===== src/rtl/uart_rx_pkg.sv =====
package uart_rx_pkg;
  typedef enum logic [2:0] {
    ST_IDLE, ST_START, ST_DATA, ST_PAR, ST_STOP
  } rx_state_e;

  typedef enum logic [1:0] {
    PAR_NONE = 2'b00, PAR_EVEN = 2'b01, PAR_ODD = 2'b10, PAR_ZERO = 2'b11
  } par_mode_e;

  localparam int STAT_W  = 3;
  localparam int STAT_PE = 2;
  localparam int STAT_FE = 1;
  localparam int STAT_OV = 0;

  localparam logic ADDR_BUF  = 1'b0;
  localparam logic ADDR_STAT = 1'b1;
endpackage


===== src/rtl/uart_rx_sync.sv =====
module uart_rx_sync #(
  parameter int STAGES = 2
) (
  input  logic clk_i,
  input  logic rst_ni,
  input  logic d_i,
  output logic q_o
);
  logic [STAGES-1:0] sh_q;

  always_ff @(posedge clk_i or negedge rst_ni) begin
    if (!rst_ni) sh_q <= '1;
    else         sh_q <= {sh_q[STAGES-2:0], d_i};
  end

  assign q_o = sh_q[STAGES-1];
endmodule


===== src/rtl/uart_rx_deser.sv =====
module uart_rx_deser
  import uart_rx_pkg::*;
#(
  parameter int DATA_W = 8,
  parameter int OVS    = 16
) (
  input  logic              clk_i,
  input  logic              rst_ni,
  input  logic              tick_i,
  input  logic              rxd_i,
  input  logic [1:0]        parity_mode_i,
  output logic              frame_v_o,
  output logic [DATA_W-1:0] data_o,
  output logic              pe_o,
  output logic              fe_o
);
  localparam int CNT_W = $clog2(OVS);
  localparam int IDX_W = $clog2(DATA_W);
  localparam int HALF  = OVS / 2;

  rx_state_e         st_q;
  logic [CNT_W-1:0]  cnt_q;
  logic [IDX_W-1:0]  idx_q;
  logic [DATA_W-1:0] sh_q;
  logic              par_q;
  logic              par_bad;
  logic              win_end;

  assign win_end = (cnt_q == CNT_W'(OVS - 1));

  always_comb begin
    unique case (par_mode_e'(parity_mode_i))
      PAR_EVEN: par_bad = (par_q != ^sh_q);
      PAR_ODD:  par_bad = (par_q != ~^sh_q);
      PAR_ZERO: par_bad = par_q;
      default:  par_bad = 1'b0;
    endcase
  end

  always_ff @(posedge clk_i or negedge rst_ni) begin
    if (!rst_ni) begin
      st_q      <= ST_IDLE;
      cnt_q     <= '0;
      idx_q     <= '0;
      sh_q      <= '0;
      par_q     <= 1'b0;
      frame_v_o <= 1'b0;
      pe_o      <= 1'b0;
      fe_o      <= 1'b0;
    end else begin
      frame_v_o <= 1'b0;
      if (tick_i) begin
        unique case (st_q)
          ST_IDLE: if (!rxd_i) begin
            st_q  <= ST_START;
            cnt_q <= '0;
          end
          ST_START: begin
            if (cnt_q == CNT_W'(HALF - 1)) begin
              cnt_q <= '0;
              idx_q <= '0;
              st_q  <= rxd_i ? ST_IDLE : ST_DATA;  // glitch rejection
            end else cnt_q <= cnt_q + 1'b1;
          end
          ST_DATA: begin
            if (win_end) begin
              cnt_q <= '0;
              sh_q  <= {rxd_i, sh_q[DATA_W-1:1]};
              idx_q <= idx_q + 1'b1;
              if (idx_q == IDX_W'(DATA_W - 1))
                st_q <= (parity_mode_i == PAR_NONE) ? ST_STOP : ST_PAR;
            end else cnt_q <= cnt_q + 1'b1;
          end
          ST_PAR: begin
            if (win_end) begin
              cnt_q <= '0;
              par_q <= rxd_i;
              st_q  <= ST_STOP;
            end else cnt_q <= cnt_q + 1'b1;
          end
          ST_STOP: begin
            if (win_end) begin
              cnt_q     <= '0;
              frame_v_o <= 1'b1;
              fe_o      <= !rxd_i;
              pe_o      <= par_bad;
              st_q      <= ST_IDLE;
            end else cnt_q <= cnt_q + 1'b1;
          end
          default: st_q <= ST_IDLE;
        endcase
      end
    end
  end

  assign data_o = sh_q;
endmodule


===== src/rtl/uart_rx_regfile.sv =====
module uart_rx_regfile
  import uart_rx_pkg::*;
#(
  parameter int DATA_W     = 8,
  parameter bit ERR_IRQ_EN = 1'b1
) (
  input  logic              clk_i,
  input  logic              rst_ni,
  input  logic              frame_v_i,
  input  logic [DATA_W-1:0] data_i,
  input  logic              pe_i,
  input  logic              fe_i,
  input  logic              err_mask_i,
  input  logic              rd_en_i,
  input  logic              rd_addr_i,
  output logic [DATA_W-1:0] rd_data_o,
  output logic [STAT_W-1:0] stat_o,
  output logic              buf_full_o,
  output logic              err_irq_o,
  output logic              done_irq_o
);
  logic [DATA_W-1:0] buf_q;
  logic [STAT_W-1:0] stat_q;
  logic [STAT_W-1:0] stat_nxt;
  logic              full_q;
  logic              pend_q;
  logic              rd_buf;
  logic              any_err;

  assign rd_buf            = rd_en_i && (rd_addr_i == ADDR_BUF);
  assign stat_nxt[STAT_PE] = pe_i;
  assign stat_nxt[STAT_FE] = fe_i;
  assign stat_nxt[STAT_OV] = full_q && !rd_buf;
  assign any_err           = |stat_nxt;

  always_ff @(posedge clk_i or negedge rst_ni) begin
    if (!rst_ni) begin
      buf_q      <= '0;
      stat_q     <= '0;
      full_q     <= 1'b0;
      pend_q     <= 1'b0;
      err_irq_o  <= 1'b0;
      done_irq_o <= 1'b0;
    end else begin
      err_irq_o  <= 1'b0;
      done_irq_o <= pend_q;
      pend_q     <= 1'b0;
      if (frame_v_i) begin
        buf_q      <= data_i;
        stat_q     <= stat_nxt;
        full_q     <= 1'b1;
        err_irq_o  <= any_err && ERR_IRQ_EN;
        done_irq_o <= !any_err;
        pend_q     <= any_err && !err_mask_i;  // completion trails error by one cycle
      end else if (rd_buf) begin
        stat_q <= '0;
        full_q <= 1'b0;
      end
    end
  end

  assign rd_data_o  = (rd_addr_i == ADDR_STAT) ? {{(DATA_W-STAT_W){1'b0}}, stat_q} : buf_q;
  assign stat_o     = stat_q;
  assign buf_full_o = full_q;
endmodule


===== src/rtl/uart_rx_errstat.sv =====
module uart_rx_errstat
  import uart_rx_pkg::*;
#(
  parameter int DATA_W      = 8,
  parameter int OVS         = 16,
  parameter int SYNC_STAGES = 2,
  parameter bit ERR_IRQ_EN  = 1'b1
) (
  input  logic              clk_i,
  input  logic              rst_ni,
  input  logic              tick_i,
  input  logic              rxd_i,
  input  logic [1:0]        parity_mode_i,
  input  logic              err_mask_i,
  input  logic              rd_en_i,
  input  logic              rd_addr_i,
  output logic [DATA_W-1:0] rd_data_o,
  output logic              buf_full_o,
  output logic              err_irq_o,
  output logic              done_irq_o
);
  logic              rxd_s;
  logic              frame_v;
  logic [DATA_W-1:0] frame_data;
  logic              frame_pe;
  logic              frame_fe;
  logic [STAT_W-1:0] stat_q;

  uart_rx_sync #(.STAGES(SYNC_STAGES)) i_sync (
    .clk_i (clk_i),
    .rst_ni(rst_ni),
    .d_i   (rxd_i),
    .q_o   (rxd_s)
  );

  uart_rx_deser #(.DATA_W(DATA_W), .OVS(OVS)) i_deser (
    .clk_i        (clk_i),
    .rst_ni       (rst_ni),
    .tick_i       (tick_i),
    .rxd_i        (rxd_s),
    .parity_mode_i(parity_mode_i),
    .frame_v_o    (frame_v),
    .data_o       (frame_data),
    .pe_o         (frame_pe),
    .fe_o         (frame_fe)
  );

  uart_rx_regfile #(.DATA_W(DATA_W), .ERR_IRQ_EN(ERR_IRQ_EN)) i_regs (
    .clk_i     (clk_i),
    .rst_ni    (rst_ni),
    .frame_v_i (frame_v),
    .data_i    (frame_data),
    .pe_i      (frame_pe),
    .fe_i      (frame_fe),
    .err_mask_i(err_mask_i),
    .rd_en_i   (rd_en_i),
    .rd_addr_i (rd_addr_i),
    .rd_data_o (rd_data_o),
    .stat_o    (stat_q),
    .buf_full_o(buf_full_o),
    .err_irq_o (err_irq_o),
    .done_irq_o(done_irq_o)
  );
endmodule


===== config.mk =====
export PLATFORM = sky130hd
export DESIGN_NAME = uart_rx_errstat
export DESIGN_NICKNAME = d
export VERILOG_FILES = /design/src/rtl/uart_rx_pkg.sv /design/src/rtl/uart_rx_sync.sv /design/src/rtl/uart_rx_deser.sv /design/src/rtl/uart_rx_regfile.sv /design/src/rtl/uart_rx_errstat.sv
export SDC_FILE = /design/constraint.sdc
export NUM_CORES = 1
export LEC_CHECK = 0
export ABC_CLOCK_PERIOD_IN_PS = 2100
export BUFFER_PORTS_ARGS = -buffer_cell sky130_fd_sc_hd__clkbuf_2
export CORE_ASPECT_RATIO = 1.25
export CORE_MARGIN = 3
export CORE_UTILIZATION = 30
export CTS_BUF_LIST = sky130_fd_sc_hd__clkbuf_4
export DETAILED_ROUTE_END_ITERATION = 10
export PLACE_DENSITY = 0.53
export SLEW_MARGIN = 40
export SYNTH_ARGS = -nofsm -noshare
export SYNTH_HDL_FRONTEND = slang
export SYNTH_SLANG_ARGS = --single-unit
export TNS_END_PERCENT = 5

===== constraint.sdc =====
create_clock -name clk_i -period 2.1 [get_ports clk_i]
set_clock_uncertainty 0.05 [all_clocks]
set_input_delay 0.105 -clock clk_i [delete_from_list [all_inputs] [get_ports clk_i]]
set_output_delay 0.105 -clock clk_i [all_outputs]
set_load 0.05 [all_outputs]

# Yosys cells after proc, flatten, opt, wreduce, memory -nomap -nowiden

Cells that the tools add are included.

Flip-flop bits (word level): 39
Output and inout bits: 11
Word-level logic and storage cells: 86
Input port bits: 9

$add $sub $neg: 2
Bitwise gates (word level): 1
Eq/ne operators: 18
Reduce and logical (&&, ||, !) cells: 22
Mux-type cells: 28

Operator list:

| cell                                                                     | number |
|---|---|
| 3-bit 2-to-1 mux                                                         | 11 |
| 3-bit case mux with 5 select lines                                       | 1 |
| 4-bit 2-to-1 mux                                                         | 3 |
| 4-bit case mux with 3 select lines                                       | 1 |
| 3-bit AND reduction                                                      | 4 |
| 2-bit by 1-bit inequality test with 1-bit output (second input constant) | 5 |
| 1-bit 2-to-1 mux                                                         | 8 |
| 8-bit 2-to-1 mux                                                         | 1 |
| 8-bit XNOR reduction                                                     | 1 |
| 8-bit parity                                                             | 1 |
| 7-bit AND reduction                                                      | 1 |
| 3-bit by 2-bit == test with 1-bit output (second input constant)         | 2 |
| 3-bit == test (second input constant)                                    | 2 |
| 3-bit case mux with 2 select lines                                       | 1 |
| 3-bit OR reduction                                                       | 2 |
| 4-bit by 1-bit adder with 4-bit output (second input constant)           | 1 |
| 2-bit == test (second input constant)                                    | 2 |
| 4-bit by 3-bit == test with 1-bit output (second input constant)         | 1 |
| 4-bit == test (second input constant)                                    | 1 |
| 1-bit logical NOT                                                        | 4 |
| 4-bit AND reduction                                                      | 1 |
| 2-bit nonzero test                                                       | 2 |
| 3-bit by 1-bit adder with 3-bit output (second input constant)           | 1 |
| 3-bit by 1-bit == test with 1-bit output (second input constant)         | 1 |
| other kinds (10)                                                         | 13 |

# Longest topological paths before layout

Gate-level depths: netlist of run 1.

Word-level depth: 7
Mapped depth: 7
Depth with buffers taken out: 7

# Cells and area by module

From an unflattened synthesis of run 1, not the netlist that was laid out.

Cells, all modules: 163
Area total of the unflattened synthesis: 1946.9 um2

Modules (own cells, without submodules):

| module          | cells each | area each (um2) | instances | seq. area each (um2) |
|---|---|---|---|---|
| uart_rx_deser   | 110        | 1208.7          | 1         | 550.5 |
| uart_rx_regfile | 51         | 685.7           | 1         | 375.4 |
| uart_rx_sync    | 2          | 52.6            | 1         | 52.6 |

# Least setup slack after synthesis of run 1

OpenSTA, ideal clock, no wires.

Path type: register -> register
Start: register i_deser.idx_q[0]
End: register i_deser.st_q[0]
Period minus slack after synthesis: 1.783 ns
Buffers on the path: 0
Setup slack: 0.317 ns
Setup time: 0.127 ns
Stages on the path, launching flop included: 6
Required time: 1.923 ns
Arrival time: 1.605 ns
Cell sequence: dfrtp_1 > ha_1 > ha_1 > a2111oi_0 > nand3b_4 > mux2_1

Cells in the longest elaborated chain, start to end: 3

RTL lines:

| item                                                       | line                | source |
|---|---|---|
| start, declared                                            | uart_rx_deser.sv:23 | `logic [IDX_W-1:0] idx_q;` |
| start signal, assigned                                     | uart_rx_deser.sv:69 | `idx_q <= idx_q + 1'b1;` |
| 3-bit == test                                              | uart_rx_deser.sv:70 | `if (idx_q == IDX_W'(DATA_W - 1))` |
| 2-bit by 1-bit inequality test with 1-bit output (no line) | --                  |  |
| 7-bit AND reduction (no line)                              | --                  |  |
| end signal, assigned                                       | uart_rx_deser.sv:62 | `st_q <= rxd_i ? ST_IDLE : ST_DATA;` |
| end signal, assigned                                       | uart_rx_deser.sv:71 | `st_q <= (parity_mode_i == PAR_NONE) ? ST_STOP : ST_PAR;` |
| end, declared                                              | uart_rx_deser.sv:21 | `rx_state_e st_q;` |

No other way between the ends.
A chain may end at the register's enable or synchronous reset.

# Worst setup path after layout of run 1

Start: register i_deser.idx_q[0]
End: register i_deser.st_q[2]

Same word-level chain as after synthesis.

==> results of run 1 <==
flip-flops by register name, indices dropped and copies added (netlist names):
name / cells
i_deser.cnt_q: 4
i_deser.par_q: 1
i_regs.stat_o: 3
i_deser.st_q: 3
i_deser.pe_o: 1
i_regs.buf_full_o: 1
i_deser.fe_o: 1
i_deser.data_o: 8
i_sync.sh_q: 2
i_deser.idx_q: 3
i_deser.frame_v_o: 1
i_regs.pend_q: 1
i_regs.buf_q: 8
i_regs.err_irq_o: 1
i_regs.done_irq_o: 1
worst paths after layout:
| path | start | end | slack, ns |
|---|---|---|---|
| max in group asynchronous | rst_ni | i_sync.sh_q[0] | 1.21 |
| setup / recovery | i_deser.idx_q[0] | i_deser.st_q[2] | 0.22 |
| min in group asynchronous | rst_ni | i_regs.stat_o[0] | 0.19 |
| hold / removal | rd_en_i | i_regs.stat_o[2] | 0.09 |
| hold reg to reg | i_sync.sh_q[0] | i_sync.sh_q[1] | 0.31 |
| setup reg to reg | i_deser.idx_q[0] | i_deser.st_q[2] | 0.22 |
cell type report:
cell class | instances | share of cell area
inverters | 3 | 0.00503
repair buffers | 27 | 0.0726
clock inverters | 2 | 0.0268
well taps | 82 | 0.0458
flip-flops and latches | 39 | 0.437
multi-input cells | 111 | 0.393
clock buffers | 6 | 0.0201
cells in the final DEF (no fill, tap or decap), types with 2 or more instances in the layout:
master / instances
o21ai_1: 2
dfstp_2: 2
dfrtp_1: 37
bufinv_16: 2
a22o_1: 2
clkbuf_4: 6
xor2_1: 2
mux2_2: 21
nand3_1: 2
a31oi_1: 2
nor2_1: 11
nand2b_1: 2
nor3_1: 2
nor2b_1: 5
inv_1: 3
dlygate4sd3_1: 3
a21o_1: 2
ha_1: 6
o21ai_0: 4
and2_1: 2
xnor2_1: 5
nand2_1: 16
mux2_1: 2
buf_4: 5
clkbuf_2: 19
tightest hold or removal path: cells and delay by family:
kind                   cells  cell delay [ns]
AO/OA/AOI/OAI              1             0.06
buffers and inverters      1             0.08
AND/OR/NAND/NOR            2             0.20
metrics by stage:
step / power (mW) / setup slack, ns / std cells / area (um^2) / util
global route: 2.29 / 0.0391 / 270 / 2240 / 0.373
floorplan: 1.42 / 0.317 / 161 / 1920 / -
finish: 2.13 / 0.224 / 270 / 2240 / 0.373
CTS: 2.18 / 0.221 / 270 / 2240 / 0.373
detailed placement: 1.52 / 0.237 / 259 / 2100 / 0.350
global placement: 1.52 / 0.242 / 259 / 2100 / 0.350
kinds of logic (layout without fill, tap and decap cells):
logic type,count (synthesis),after routing,share of synthesized area
buf+inv,11,38,0.0326
simple gates,50,50,0.145
xor+xnor,8,8,0.0436
fa+ha+maj,6,6,0.0391
compound gates,23,23,0.0906
flops,39,39,0.509
mux,24,24,0.140
per-layer routing:
metal,global-route usage,part of all wire,vias to the layer above
met5,0,0,-
met1,0.128,0.48,573
met4,0.0356,0.0071,0
met2,0.176,0.49,18
li1,-,-,612
met3,0.0255,0.024,2
power breakdown:
group / switching (mW) / internal, mW
registers: 0.121 / 0.836
logic: 0.268 / 0.277
clock network: 0.244 / 0.385
total: 0.634 / 1.50
==> impl_results.md, run 1 <==
* Critical Path RT at 2.27 ns
* CTS Hold Bufs at 3
* CP arrival at 2.05 ns
* Unique masters post-synth at 47
* Post-synth top area cell: dfrtp_1
* Avg WL per Cell at 12.6 um
* Final setup TNS at 0 ns
* Routed WL at 3390 um
* Multi-input logic area at 880 um^2
* Inserted Diodes at 0
* Type of the worst setup path: flip-flop to flip-flop
* Largest net degree at the start of global routing at 20
* Starting density of the core at 0.319
* Clk pin slew, worst setup/hold paths at 0.12 ns
* Critical path buffer and inverter count at 0
* Vias in the first global route at 1218
* Antenna Violating Nets Remaining at 0
* Initial antenna violation count at 0
* Nets@finish at 202
* Slew HR at 0.614
* Minimum clock period at 1.88 ns
* Setup bufs post-CTS at 0
* Critical Path Source Type: flip-flop
* Post-synthesis register bit count at 39
* Total track usage at 0.103
* Resized Gates After CTS at 0
* Largest delay share family, worst path: flip-flops
* Num ports at 20
* Post-synth EDFFs at 0
* Die Wd at 77.6 um
* Reg area at 978 um^2
* Worst-skew pair later-pin latency at 0.33 ns
* Avg Vias per Cell at 4.46
* Post-synth top flop: dfrtp_1
* Period utilisation layout at 0.893
* Yosys top cell area share at 0.482
* Die ar. at 7400 um^2
* First-pass GRT wire length at 6020 um
* CP Depth at 5
* FMAX at 533 MHz
* Max cap viols at 0
* Gpl congestion at 0.733
* Final hold vios at 0
* PD cells at 952 nW/um^2
* DRC Markers at 0
* Crit-path max FO at 3
* Total core area at 6010 um^2
* Initial DRC Count at 48
* Status: completed
* Seq/Total Area, Yosys at 0.509
* Syn Nets at 176
* CP endpoint kind: flip-flop
* Hold_ws at 0.0873 ns
* Async set-reset flop share out of synthesis at 1.00
* Share of layout cells above drive strength 1 at 0.340
* Most used cell along the critical path: ha_1
* Root cell of the clock tree: clkbuf_4
* Hold Crit Depth at 4
* Max IR drop VDD at 0.385 mV
* Synth Instances at 161
* Worst r2r path cells at 5
* # rows at 31
* Top cells by count, synth: dfrtp_1 (37), mux2_2 (21), nand2_1 (16)
* Post-detail-place hpwl at 2500 um
* Final setup vio count at 0
* Most frequent cell after synthesis: dfrtp_1
* Synthesized cell area at 1920 um^2
* Global route overflow at 0
* CTS H-tree lvls at 2
* Syn Area/Cell at 11.9 um^2
* First-pass DRT Iterations at 4
* TritonCTS Buffers at 5
* Worst path cell trace: ha_1, ha_1, a2111oi_0, nand3b_4, mux2_1
* Top cells by area, synth: dfrtp_1 (48%), mux2_2 (12%), ha_1 (3.9%), nand2_1 (3.1%), dfstp_2 (2.7%)
* Critical path's largest stage delay at 0.41 ns
* Clock Sinks at 39
* Hold WC Path Type: primary input to flip-flop
* Max Slew Vio Count at 0
* Fillers at 605
* Port Buf Inserts at 19
* Die H at 95.5 um
* Synth-to-Final Area Change at 16.6%
* Worst-Margin Slew at 0.580 ns
* Slowest cell on the critical path: dfrtp_1
* Ys Warns at 0
* Leak at 1.12 nW
* CTS tree: done
* Via count at 1205
* Max Root-Sink Buffers at 2
* RSZ-0062 raised after global routing: false
Note: power is estimated with default switching activity, not from simulation.
==> run 2, diff against run 1 <==
SLEW_MARGIN = 20   (was 40)
SYNTH_HIERARCHICAL = 1   (was not set)
==> run 2 against run 1 <==
Sequential power is 4.1% higher. Hold slack worse by 0.058 ns. Largest power group unchanged. First-iteration DRC count is 4.2% higher.
==> impl_results.md, run 2 <==
* Status: completed
* Post-detail-place hpwl at 2400 um (-4.2%)
* First-pass GRT wire length at 5920 um (-1.7%)
* Die H at 96.1 um (+0.64%)
* Inserted Diodes at 0 (unchanged)
* Die Wd at 78.1 um (+0.63%)
* Post-Synth Adder-Cell Area at 0.0386 (-0.000528)
* Root cell of the clock tree: clkbuf_4
* Initial DRC Count at 50 (+4.2%)
* DRC Markers at 0 (unchanged)
* RSZ-0062 raised after global routing: false
* Max Root-Sink Buffers at 2 (unchanged)
* TritonCTS Buffers at 5 (unchanged)
* Post-synth top area cell: dfrtp_1
* Hold_ws at 0.0288 ns (-0.0585 ns)
* Top cells by area, synth: dfrtp_1 (48%), mux2_2 (9.8%), ha_1 (3.9%), nand2_1 (3.3%), mux2_4 (3.1%)
* Vias in the first global route at 1315 (+8.0%)
* Clock Sinks at 39 (unchanged)
* Leak at 1.11 nW (-1.1%)
* Avg WL per Cell at 12.1 um (-4.1%)
* Unique masters post-synth at 45 (-4.3%)
* Crit-path max FO at 12 (+9)
* Port Buf Inserts at 19 (unchanged)
* Starting density of the core at 0.312 (-0.00776)
* PD cells at 946 nW/um^2 (-0.61%)
* Antenna Violating Nets Remaining at 0 (unchanged)
* Die ar. at 7500 um^2 (+1.3%)
* Critical Path RT at 2.33 ns (+0.06 ns)
* Worst path cell trace: or2b_1, a32oi_1, a2111o_1, a2111oi_2, a21o_1
* Num ports at 20 (unchanged)
* First-pass DRT Iterations at 4 (unchanged)
* Syn Area/Cell at 11.9 um^2 (+0.12%)
* Initial antenna violation count at 0 (unchanged)
* Global route overflow at 0 (unchanged)
* Most frequent cells in the layout: dfrtp_1 (37), clkbuf_2 (19), mux2_2 (17), nand2_1 (17), inv_1 (9)
* Seq/Total Area, Yosys at 0.503 (-0.00688)
* Max cap viols at 0 (unchanged)
* Total track usage at 0.0997 (-0.00372)
* Setup WS pre-CTS at 0.189 ns (-0.0488 ns)
* Hold WC Path Type: primary input to flip-flop
* Post-synth EDFFs at 0 (unchanged)
* Largest family of logic cells by synthesized area: multiplexers
* Gpl congestion at 0.755 (+3.0%)
* Min setup slack post-route at 0.144 ns (-0.0797 ns)
* CTS H-tree lvls at 2 (unchanged)
* Final setup TNS at 0 ns (unchanged)
* Synth Instances at 163 (+1.2%)
* Largest net degree at the start of global routing at 40 (+100%)
* FMAX at 511 MHz (-4.1%)
* Share of layout cells above drive strength 1 at 0.314 (-0.0263)
* Yosys top cell area share at 0.476 (-0.00651)
* Async set-reset flop share out of synthesis at 1.00 (unchanged)
* Via count at 1248 (+3.6%)
* Critical path's largest stage delay at 0.53 ns (+0.12 ns)
* Avg Vias per Cell at 4.52 (+1.3%)
* Most frequent cell after synthesis: dfrtp_1
* Synth Area in XOR/XNOR at 0.0456 (+0.00198)
* Post-synth top flop: dfrtp_1
* Routed WL at 3330 um (-1.9%)
* Minimum clock period at 1.96 ns (+0.0797 ns)
* Most common cell after layout, fill and taps aside: dfrtp_1
* Ys Warns at 6 (+6)
* Critical Path Source Type: flip-flop
* Critical path buffer and inverter count at 0 (unchanged)
* Syn Nets at 178 (+1.1%)
* Final hold vios at 0 (unchanged)
* # rows at 32 (+3.2%)
* CP arrival at 2.19 ns (+0.14 ns)
* Worst-Margin Slew at 0.630 ns (+0.0506 ns)
* Slew HR at 0.580 (-0.0338)
* Resized Gates After CTS at 0 (unchanged)
* Max IR drop VDD at 0.387 mV (+0.53%)
* Mux cell area share after synthesis at 0.134 (-0.00575)
* Fillers at 633 (+4.6%)
* Type of the worst setup path: flip-flop to flip-flop
* Top cells by count, synth: dfrtp_1 (37), mux2_2 (17), nand2_1 (17)
* Slowest cell on the critical path: dfrtp_1
* Synth Area in Simple Gates at 0.126 (-0.0187)
* Final setup vio count at 0 (unchanged)
* Worst-skew pair later-pin latency at 0.34 ns (about the same)
* Synth-to-Final Area Change at 15.6%
* Compound-gate portion of the synthesized area at 0.103 (+0.0123)
* Post-synthesis register bit count at 39 (unchanged)
* CP endpoint kind: flip-flop
* CTS tree: done
* Period utilisation layout at 0.931 (+0.0380)
* Total core area at 6250 um^2 (+3.9%)
* Nets@finish at 205 (+1.5%)
* Clk pin slew, worst setup/hold paths at 0.11 ns (about the same)
* Largest delay share family, worst path: compound AO/OA/AOI/OAI gates
* Synthesized cell area at 1950 um^2 (+1.4%)
* Max Slew Vio Count at 0 (unchanged)
run 2: changes by cell type after synthesis, sizes merged, moves of 2 or more:
| cell | delta |
|---|---|
| a22o | -2 |
| o21ai | +4 |
| o31ai | +2 |
| clkbuf | -3 |
| inv | +6 |
| nor2 | -5 |
| a31oi | -2 |
| mux2 | -2 |
| and2 | -2 |
| nand2b | +2 |
run 2: timing repair:
| action | CTS | global route |
|---|---|---|
| hold buffers | 3 | 0 |
| buffers inserted | 0 | 0 |
| setup endpoints to repair | 0 | 0 |
| endpoints found under the hold margin | 39 | 0 |
run 2: kinds of logic after synthesis:
| family | count (synthesis) |
|---|---|
| compound gates | 28 |
| xor+xnor | 7 |
| fa+ha+maj | 6 |
| buf+inv | 15 |
| flops | 39 |
| mux | 22 |
| simple gates | 46 |
run 2: worst paths after layout:
path                       slack [ns]  depth (start not counted)            start           endpoint
hold reg to reg                  0.31                          0   i_sync/sh_q[0]     i_sync/sh_q[1]
hold / removal                   0.03                          3          rd_en_i   i_regs/stat_o[0]
min in group asynchronous        0.30                          3           rst_ni  i_deser/data_o[0]
max in group asynchronous        1.34                          3           rst_ni     i_sync/sh_q[0]
setup reg to reg                 0.14                          5  i_deser/st_q[1]    i_deser/st_q[0]
setup / recovery                 0.14                          5  i_deser/st_q[1]    i_deser/st_q[0]
run 2: report_power, final:
group / switching [mW] / total [mW] / internal, mW
Sequential: 0.148 / 0.996 / 0.848
Combinational: 0.241 / 0.506 / 0.266
Clock: 0.241 / 0.626 / 0.385
run 2: routing by layer:
layer  GRT usage  wire, um  vias to the layer above
met5           0         0                        -
met1       0.118      1520                      601
li1            -         -                      618
met2       0.172      1590                       23
met3      0.0253       161                        6
met4      0.0437        60                        0
run 2: final cells by class:
cell class | count | area [um^2] | area share
Multi-Input combinational cell | 109 | 871 | 0.387
Clock buffer | 6 | 45.0 | 0.0200
Clock inverter | 2 | 60.1 | 0.0267
Inverter | 9 | 33.8 | 0.0150
Tap cell | 85 | 106 | 0.0473
Timing Repair Buffer | 26 | 155 | 0.0690
Sequential cell | 39 | 978 | 0.435
run 2: worst reg2reg max path: stages (launching register included):
cell       delay (ns)
dfrtp_1          0.53
or2b_1           0.26
a32oi_1          0.09
a2111o_1         0.50
a2111oi_2        0.36
a21o_1           0.12
run 2: stage by stage:
step / cell area, um^2 / total power [mW] / instances / utilization
after floorplan: 1950 / 1.40 / 163 / -
after global placement: 2110 / 1.51 / 265 / 0.339
after detailed placement: 2110 / 1.52 / 265 / 0.339
after CTS: 2250 / 2.16 / 276 / 0.360
after global routing: 2250 / 2.29 / 276 / 0.360
final: 2250 / 2.13 / 276 / 0.360
==> run 3, diff against run 2 <==
CORE_MARGIN = 10   (was 3)
==> run 3 against run 2 <==
Via count rose by 2.9%. Setup slack better by 0.030 ns. Sequential cell count unchanged. Global-route usage down 2.4 points. First-iteration DRC count down 66%. Die area is 35% higher. Largest cell class unchanged. Largest power group unchanged. Highest routed layer unchanged.
==> impl_results.md, run 3 (synthesis results as in run 2) <==
* Status: completed
* Design Power at 2.14 mW (+0.46%)
* Clk pin slew, worst setup/hold paths at 0.11 ns (about the same)
* Avg Vias per Cell at 4.64 (+2.5%)
* Worst-Margin Slew at 0.631 ns (+0.00113 ns)
* RSZ-0062 raised after global routing: false
* Worst path cell trace: or2b_1, a32oi_1, a2111o_1, a2111oi_2, a21o_1
* Critical Path RT at 2.34 ns (about the same)
* Clock Sinks at 39 (unchanged)
* Most common cell after layout, fill and taps aside: dfrtp_1
* Antenna Violating Nets Remaining at 0 (unchanged)
* Largest net degree at the start of global routing at 40 (unchanged)
* Die ar. at 10100 um^2 (+35%)
* CTS tree: done
* Share of layout cells above drive strength 1 at 0.313 (-0.00164)
* Port Buf Inserts at 19 (unchanged)
* Initial DRC Count at 17 (-66%)
* # rows at 32 (unchanged)
* Root cell of the clock tree: clkbuf_4
* Inserted Diodes at 0 (unchanged)
* Max Slew Vio Count at 0 (unchanged)
* Starting density of the core at 0.312 (unchanged)
* Gpl congestion at 0.784 (+3.8%)
* Max IR drop VDD at 0.321 mV (-17%)
* Worst-skew pair later-pin latency at 0.35 ns (about the same)
* Final hold vios at 0 (unchanged)
* CP endpoint kind: flip-flop
* Dpl cell area at 2110 um^2 (unchanged)
* Largest delay share family, worst path: compound AO/OA/AOI/OAI gates
* Total core area at 6250 um^2 (unchanged)
* Die H at 110 um (+15%)
* Initial antenna violation count at 0 (unchanged)
* Num ports at 20 (unchanged)
* Crit-path max FO at 11 (-1)
* Total track usage at 0.0761 (-0.0236)
* Max cap viols at 0 (unchanged)
* Routed WL at 3490 um (+4.9%)
* Nets@finish at 206 (+0.49%)
* Vias in the first global route at 1333 (+1.4%)
* Critical path buffer and inverter count at 0 (unchanged)
* Final setup vio count at 0 (unchanged)
* CTS H-tree lvls at 2 (unchanged)
* DRC Markers at 0 (unchanged)
* Type of the worst setup path: flip-flop to flip-flop
* Final setup TNS at 0 ns (unchanged)
* Resized Gates After CTS at 0 (unchanged)
* Avg WL per Cell at 12.6 um (+4.5%)
* PD cells at 946 nW/um^2 (about the same)
* Most frequent cells in the layout: dfrtp_1 (37), clkbuf_2 (19), mux2_2 (17), nand2_1 (17), inv_1 (9)
* Via count at 1284 (+2.9%)
* Hold WC Path Type: primary input to flip-flop
* TritonCTS Buffers at 5 (unchanged)
* Critical path's largest stage delay at 0.52 ns (about the same)
* Period utilisation layout at 0.917 (-0.0142)
* Synth-to-Final Area Change at 16.1%
* CP arrival at 2.17 ns (-0.02 ns)
* Leak at 1.11 nW (+0.37%)
* Minimum clock period at 1.93 ns (-0.0299 ns)
* Post-detail-place hpwl at 2530 um (+5.7%)
* Slew HR at 0.579 (-0.000754)
* Max Root-Sink Buffers at 2 (unchanged)
* Critical Path Source Type: flip-flop
* FMAX at 519 MHz (+1.6%)
* First-pass DRT Iterations at 4 (unchanged)
* First-pass GRT wire length at 6240 um (+5.4%)
* Die Wd at 92.1 um (+18%)
* Global route overflow at 0 (unchanged)
* Post-route cell area at 2260 um^2 (+0.44%)
* Slowest cell on the critical path: dfrtp_1
-- run 3: changes by cell type in the layout (fill, tap and decap cells not counted) --
cell,change
dlygate4sd3_1,+1
-- run 3: power by group --
group	internal (mW)	total [mW]	switching, mW	leakage [nW]
clock network	0.384	0.631	0.247	0.0559
logic	0.268	0.523	0.254	0.534
registers	0.848	0.984	0.136	0.522
total	1.50	2.14	0.637	1.11
-- run 3: repair_timing --
item                       CTS  global route
buffers inserted             0             0
setup endpoints to repair    0             0
hold endpoints to repair    40             0
hold buffers                 4             0
-- run 3: path summary, 6_finish.rpt --
check / startpoint / endpoint / slack, ns / depth (start not counted)
max in group asynchronous: rst_ni / i_sync/sh_q[0] / 1.34 / 3
setup / recovery: i_deser/st_q[1] / i_deser/st_q[0] / 0.17 / 5
min in group asynchronous: rst_ni / i_regs/pend_q / 0.28 / 3
setup reg to reg: i_deser/st_q[1] / i_deser/st_q[0] / 0.17 / 5
hold reg to reg: i_sync/sh_q[0] / i_sync/sh_q[1] / 0.31 / 0
hold / removal: tick_i / i_deser/cnt_q[0] / 0.04 / 3
-- run 3: per-layer routing --
metal | global-route usage | vias to the layer above | wire length, um
met2 | 0.120 | 27 | 1640
li1 | - | 625 | -
met5 | 0 | - | 0
met4 | 0.0397 | 0 | 77
met1 | 0.0873 | 625 | 1540
met3 | 0.0318 | 7 | 230
-- run 3: cell type report --
cell class | instances | area [um^2]
Fill cell | 658 | 3990
Clock buffer | 6 | 45.0
Tap cell | 85 | 106
Clock inverter | 2 | 60.1
Multi-Input combinational cell | 109 | 871
Sequential cell | 39 | 978
Inverter | 9 | 33.8
Timing Repair Buffer | 27 | 165
-- run 3: worst reg2reg max path: cells and delay by family (launching register included) --
family / cells / cell delay (ns)
DFF: 1 / 0.52
AOI/OAI and AO/OA: 4 / 1.05
and+or+nand+nor: 1 / 0.26
-- run 3: through the flow --
| stage | std cells | util | hold WS, ns | worst slack, ns |
|---|---|---|---|---|
| floorplan | 163 | - | -0.241 | 0.389 |
| finish | 277 | 0.362 | 0.0448 | 0.174 |
| global placement | 265 | 0.339 | 0.142 | 0.237 |
| CTS | 277 | 0.362 | 0.0176 | 0.163 |
| detailed placement | 265 | 0.339 | 0.145 | 0.196 |
| global route | 277 | 0.362 | 0.0531 | 0.0208 |
